<file path="src/rtl/hb_pkg.sv">
package hb_pkg;

    typedef enum logic [1:0] {
        BM_CHARGE = 2'd0,
        BM_SLOW   = 2'd1,
        BM_FAST   = 2'd2,
        BM_OFF    = 2'd3
    } bridge_mode_e;

    typedef struct packed {
        bridge_mode_e mode;
        logic         rev;
    } drive_req_t;

    typedef struct packed {
        logic hi_a;
        logic hi_b;
        logic lo_a;
        logic lo_b;
    } sw_set_t;

    localparam sw_set_t    SW_NONE  = '0;
    localparam drive_req_t REQ_IDLE = '{mode: BM_OFF, rev: 1'b0};

    // Dead time in cycles, rounded up, never below one cycle.
    function automatic int unsigned dead_cycles(int unsigned period_ps, int unsigned dead_ns);
        int unsigned c;
        c = (dead_ns * 1000 + period_ps - 1) / period_ps;
        return (c == 0) ? 1 : c;
    endfunction

    // The off request ignores direction so that it compares equal to idle.
    function automatic drive_req_t make_req(logic [1:0] code, logic rev);
        drive_req_t r;
        r.mode = bridge_mode_e'(code);
        r.rev  = (r.mode == BM_OFF) ? 1'b0 : rev;
        return r;
    endfunction

    function automatic sw_set_t decode(drive_req_t r);
        sw_set_t s;
        s = SW_NONE;
        case (r.mode)
            BM_CHARGE: begin
                s.hi_a = !r.rev; s.lo_b = !r.rev;
                s.hi_b =  r.rev; s.lo_a =  r.rev;
            end
            BM_SLOW: begin
                s.lo_a = 1'b1; s.lo_b = 1'b1;
            end
            BM_FAST: begin
                s.hi_b = !r.rev; s.lo_a = !r.rev;
                s.hi_a =  r.rev; s.lo_b =  r.rev;
            end
            default: s = SW_NONE;
        endcase
        return s;
    endfunction

endpackage

</file>
<file path="src/rtl/hb_thermal_flag.sv">
module hb_thermal_flag (
    input  logic clk,
    input  logic rst,
    input  logic ot_trip,
    input  logic ot_clear,
    output logic fault
);
    logic fault_q;

    always_ff @(posedge clk) begin
        if (rst)           fault_q <= 1'b0;
        else if (ot_trip)  fault_q <= 1'b1;
        else if (ot_clear) fault_q <= 1'b0;
    end

    assign fault = fault_q;


    trip_sets_chk: assert property (@(posedge clk) disable iff (rst)
        ot_trip |=> fault);


    clear_releases_chk: assert property (@(posedge clk) disable iff (rst)
        (ot_clear && !ot_trip) |=> !fault);


    fault_holds_chk: assert property (@(posedge clk) disable iff (rst)
        (!ot_trip && !ot_clear) |=> $stable(fault));

endmodule

</file>
<file path="src/rtl/hb_dead_seq.sv">
module hb_dead_seq
    import hb_pkg::*;
#(
    parameter int unsigned DEAD_CYC = 30
) (
    input  logic       clk,
    input  logic       rst,
    input  logic       force_off,
    input  drive_req_t req,
    output sw_set_t    sw
);
    localparam int unsigned CW = $clog2(DEAD_CYC + 1);
    localparam logic [CW-1:0] CNT_FULL = CW'(DEAD_CYC);
    localparam logic [CW-1:0] CNT_LAST = CW'(DEAD_CYC - 1);

    drive_req_t    act_q;
    sw_set_t       sw_q;
    logic [CW-1:0] cnt_q;

    always_ff @(posedge clk) begin
        if (rst) begin
            act_q <= REQ_IDLE;
            sw_q  <= SW_NONE;
            cnt_q <= CNT_FULL;
        end else if (force_off) begin
            act_q <= REQ_IDLE;
            sw_q  <= SW_NONE;
            cnt_q <= CNT_FULL;
        end else if (act_q != req && act_q.mode != BM_OFF) begin
            act_q <= REQ_IDLE;
            sw_q  <= SW_NONE;
            cnt_q <= CNT_LAST;
        end else if (cnt_q != '0) begin
            cnt_q <= cnt_q - 1'b1;
        end else if (act_q != req) begin
            act_q <= req;
            sw_q  <= decode(req);
        end
    end

    assign sw = sw_q;

    // Checker state: length of the current run of all-off cycles, saturating.
    logic [CW-1:0] zrun_q;
    always_ff @(posedge clk) begin
        if (rst)                zrun_q <= '0;
        else if (sw != SW_NONE) zrun_q <= '0;
        else if (zrun_q != CNT_FULL) zrun_q <= zrun_q + 1'b1;
    end


    no_shoot_through_chk: assert property (@(posedge clk) disable iff (rst)
        !(sw.hi_a && sw.lo_a) && !(sw.hi_b && sw.lo_b));


    force_off_chk: assert property (@(posedge clk) disable iff (rst)
        force_off |=> (sw == SW_NONE));


    no_direct_swap_chk: assert property (@(posedge clk) disable iff (rst)
        (sw != SW_NONE && sw != $past(sw)) |-> ($past(sw) == SW_NONE));


    dead_len_chk: assert property (@(posedge clk) disable iff (rst)
        (sw != SW_NONE && $past(sw) == SW_NONE) |-> (zrun_q >= CNT_FULL));

endmodule

</file>
<file path="src/rtl/hb_bridge_driver.sv">
module hb_bridge_driver
    import hb_pkg::*;
#(
    parameter int unsigned CLK_PERIOD_PS = 10000,
    parameter int unsigned DEAD_NS       = 300
) (
    input  logic       clk,
    input  logic       rst,
    input  logic       en,
    input  logic       ot_trip,
    input  logic       ot_clear,
    input  logic [1:0] mode_req,
    input  logic       dir_rev,
    output logic       sw_hi_a,
    output logic       sw_hi_b,
    output logic       sw_lo_a,
    output logic       sw_lo_b,
    output logic       prot_n
);
    localparam int unsigned DEAD_CYC = dead_cycles(CLK_PERIOD_PS, DEAD_NS);

    logic       fault;
    logic       force_off;
    drive_req_t req;
    sw_set_t    sw;

    hb_thermal_flag u_therm (
        .clk      (clk),
        .rst      (rst),
        .ot_trip  (ot_trip),
        .ot_clear (ot_clear),
        .fault    (fault)
    );

    assign force_off = !en || fault;
    assign req       = make_req(mode_req, dir_rev);

    hb_dead_seq #(.DEAD_CYC(DEAD_CYC)) u_seq (
        .clk       (clk),
        .rst       (rst),
        .force_off (force_off),
        .req       (req),
        .sw        (sw)
    );

    assign sw_hi_a = sw.hi_a;
    assign sw_hi_b = sw.hi_b;
    assign sw_lo_a = sw.lo_a;
    assign sw_lo_b = sw.lo_b;
    assign prot_n  = !fault;


    fault_blanks_chk: assert property (@(posedge clk) disable iff (rst)
        !prot_n |=> (!sw_hi_a && !sw_hi_b && !sw_lo_a && !sw_lo_b));

endmodule

</file>
<file path="config.mk">
export PLATFORM = sky130hd
export DESIGN_NAME = hb_bridge_driver
export DESIGN_NICKNAME = d
export VERILOG_FILES = /design/src/rtl/hb_pkg.sv /design/src/rtl/hb_thermal_flag.sv /design/src/rtl/hb_dead_seq.sv /design/src/rtl/hb_bridge_driver.sv
export SDC_FILE = /design/constraint.sdc
export NUM_CORES = 1
export LEC_CHECK = 0
export BUFFER_PORTS_ARGS = -buffer_cell sky130_fd_sc_hd__buf_4
export CELL_PAD_IN_SITES_DETAIL_PLACEMENT = 1
export CELL_PAD_IN_SITES_GLOBAL_PLACEMENT = 1
export CORE_MARGIN = 4
export CORE_UTILIZATION = 30
export DETAILED_ROUTE_END_ITERATION = 12
export PLACE_DENSITY = 0.66
export SYNTH_ARGS = -nofsm -noshare
export SYNTH_HDL_FRONTEND = slang
export SYNTH_SLANG_ARGS = --single-unit
</file>
<file path="constraint.sdc">
create_clock -name clk -period 3.6 [get_ports clk]
set_input_delay 0.72 -clock clk [delete_from_list [all_inputs] [get_ports clk]]
set_output_delay 0.72 -clock clk [all_outputs]
set_load 0.02 [all_outputs]
</file>
==> flow_metrics.py <==
metrics = {
    "clock_network": {
        "post_cts_buffers": 0,
        "cts-root-buf": "clkbuf_4",
        "cts_tree": "built",
        "clockBufferDepth": 2,
        "cts-resized-gates": 0,
        "clock_sinks": 13,
        "hold_buffers": 0,
        "htreeDepth": 1,
        "clock_latency_ns": 0.28,
        "clk_pin_slew_worst_paths_ns": 0.09,
        "cts_made_buffers": 3,
    },
    "power_and_ir_drop": {
        "p_per_area_nw_per_um2": 301.4,
        "peakVddDrop_mv": 0.1388,
        "leakage_nw": 0.3778,
    },
    "global_route": {
        "grt_max_degree": 13,
        "grt_pass1_vias": 675,
        "overflow": 0,
        "grt_first_pass_wirelength_mm": 3.084,
        "antenna_found_initial": 0,
        "grt.total_usage": 0.1185,
    },
    "detailed_routing": {
        "routed_wl_mm": 1.753,
        "ant_nets": 0,
        "viasPerCell": 5.142,
        "firstDrtPassIters": 3,
        "remaining_drc_errors": 0,
        "num_vias": 653,
        "wire_per_inst_um": 13.80,
        "drtIter0Drc": 14,
    },
    "layout": {
        "drive_above_1_share": 0.2474,
        "synthToLayoutAreaGrowth_pct": 18.49,
        "fill_cells": 314,
        "final_cell_mix": "13 x dfxtp_1, 12 x buf_4, 6 x mux2i_1",
        "final_nets": 108,
        "mostFrequentLayoutCell": "dfxtp_1",
        "insertedDiodeCount": 0,
    },
    "floorplanning": {
        "initial_core_util": 0.3141,
        "num_rows": 18,
        "die_y_um": 58.93,
        "die-area_um2": 3473,
        "die_w_um": 58.93,
        "core-area_um2": 2477,
        "io_pins": 13,
    },
    "yosys": {
        "synthXorXnorAreaFrac": 0.07717,
        "ys.warnings.count": 0,
        "postSynthCellCount": 83,
        "yosys.area_share.simple": 0.2251,
        "synth.avg_cell_area_um2": 9.376,
        "syn_area_um2": 778.2,
        "synth_compound_gate_area_share": 0.2170,
        "async_flop_share": 0,
        "synth_cell_type_count": 33,
        "yosysSeqAreaShare": 0.3344,
        "synth_top_family_by_area": "simple AND/OR/NAND/NOR gates",
        "synth_ff_type": "dfxtp_1",
        "synth_mux_area_frac": 0.07717,
        "synth_fa_ha_area_frac": 0.03215,
        "ys_ff_latch": 13,
        "synth_edf_count": 0,
        "synth_nets": 93,
    },
    "sta": {
        "relSlewSlack": 0.5624,
        "fin_crit_sh": 0.5352,
        "setup_slack_ns": 1.673,
        "rsz0062_at_grt": "no",
        "holdWs_ns": 0.5045,
        "tightest_slew_ns": 0.6536,
        "fin_worst_skew_ns": 0.008476,
        "finalSetupViolCount": 0,
        "maxSlewViolCount": 0,
        "fmax_mhz": 519.0,
        "fin_setup_tns_ns": 0,
        "min_period_ns": 1.927,
        "hold_violations": 0,
    },
    "worst_hold_path": {
        "hold_path.class": "flop to flop",
    },
    "place": {
        "gp_congestion": 0.7718,
        "place_ws_ns": 1.380,
        "hpwl_mm": 1.336,
        "portBuffers": 12,
    },
    "critical_path": {
        "startpoint_type": "primary input",
        "crit_required_ns": 3.77,
        "cp.arrival_ns": 2.10,
        "worstPathMaxFanout": 12,
        "end_kind": "flop",
        "path_class": "primary input to flop",
    },
    "run": {
        "maxCapViolCount": 0,
    },
    "run_status": {
        "outcome": "completed",
    },
}
==> worst max-delay path, stage by stage <==
cell and delay (ns):
buf_4 0.16, or3_4 0.35, a211oi_4 0.46, o21ai_2 0.15, a211o_1 0.26
==> state kept, by name (all words and copies together), names as in the netlist <==
| name | flops |
|---|---|
| u_therm.fault | 1 |
| u_seq.act_q | 3 |
| u_seq.sw | 4 |
| u_seq.cnt_q | 5 |
==> final timing paths <==
kind | startpoint | to | slack [ns] | cells past startpoint
worst min register to register | u_seq.sw[1] | u_seq.sw[1] | 0.50 | 2
worst min-delay path | u_seq.sw[1] | u_seq.sw[1] | 0.50 | 2
worst max-delay path | mode_req[1] | u_seq.cnt_q[3] | 1.67 | 5
worst max register to register | u_seq.cnt_q[0] | u_seq.sw[2] | 1.68 | 5
==> final cells by class <==
class,count,area (µm²),share of cell area
timing repair buffer,12,90.09,0.09769
tap,30,37.54,0.04071
sequential,13,260.3,0.2822
inverter,5,18.77,0.02035
clock buffer,4,26.28,0.02849
multi-input combinational,63,489.2,0.5305
==> metrics by stage <==
stage	util	total power (W)	instance area, µm²	std cells
final	0.3722	0.0002779	922.1	127
after global routing	0.3722	0.0002961	922.1	127
after CTS	0.3722	0.0002828	922.1	127
after detailed placement	0.3616	0.0001886	895.9	123
after global placement	0.3616	0.0001878	895.9	123
after floorplan	-	0.0001754	778.2	83
==> cell usage after synthesis, types with 2 or more instances <==
library cell / count / area (µm²)
dfxtp_1: 13 / 260.3
mux2i_1: 6 / 60.06
a21oi_1: 5 / 25.02
inv_1: 5 / 18.77
nand2_1: 5 / 18.77
o211ai_1: 5 / 37.54
xnor2_1: 5 / 43.79
nor2_1: 4 / 15.01
nand3_1: 3 / 15.01
nor3_1: 3 / 15.01
a211o_1: 2 / 17.52
buf_2: 2 / 10.01
ha_1: 2 / 25.02
o21ai_0: 2 / 10.01
o21ai_2: 2 / 17.52
o221ai_1: 2 / 17.52
==> layer usage <==
| metal | vias to the layer above | GRT usage | share of wire |
|---|---|---|---|
| met2 | 7 | 0.1987 | 0.51 |
| li1 | 329 | - | - |
| met3 | 4 | 0.02851 | 0.026 |
| met1 | 313 | 0.1402 | 0.44 |
| met4 | 0 | 0.05825 | 0.017 |
| met5 | - | 0 | 0 |
==> report_power, final <==
group,total (W),internal [W],switching [W],leakage (nW)
clock network,0.0000929,0.0000430,0.0000499,0.0150
logic,0.0000371,0.0000169,0.0000203,0.257
registers,0.000148,0.000146,0.00000185,0.106
==> cell families after synthesis <==
| logic type | count (synthesis) |
|---|---|
| flip-flops | 13 |
| multiplexers | 6 |
| adder cells (fa/ha/maj) | 2 |
| buffers and inverters | 7 |
| AO/OA/AOI/OAI | 22 |
| XOR/XNOR | 6 |
| AND/OR/NAND/NOR | 27 |
(Power assumes the default switching activity.)
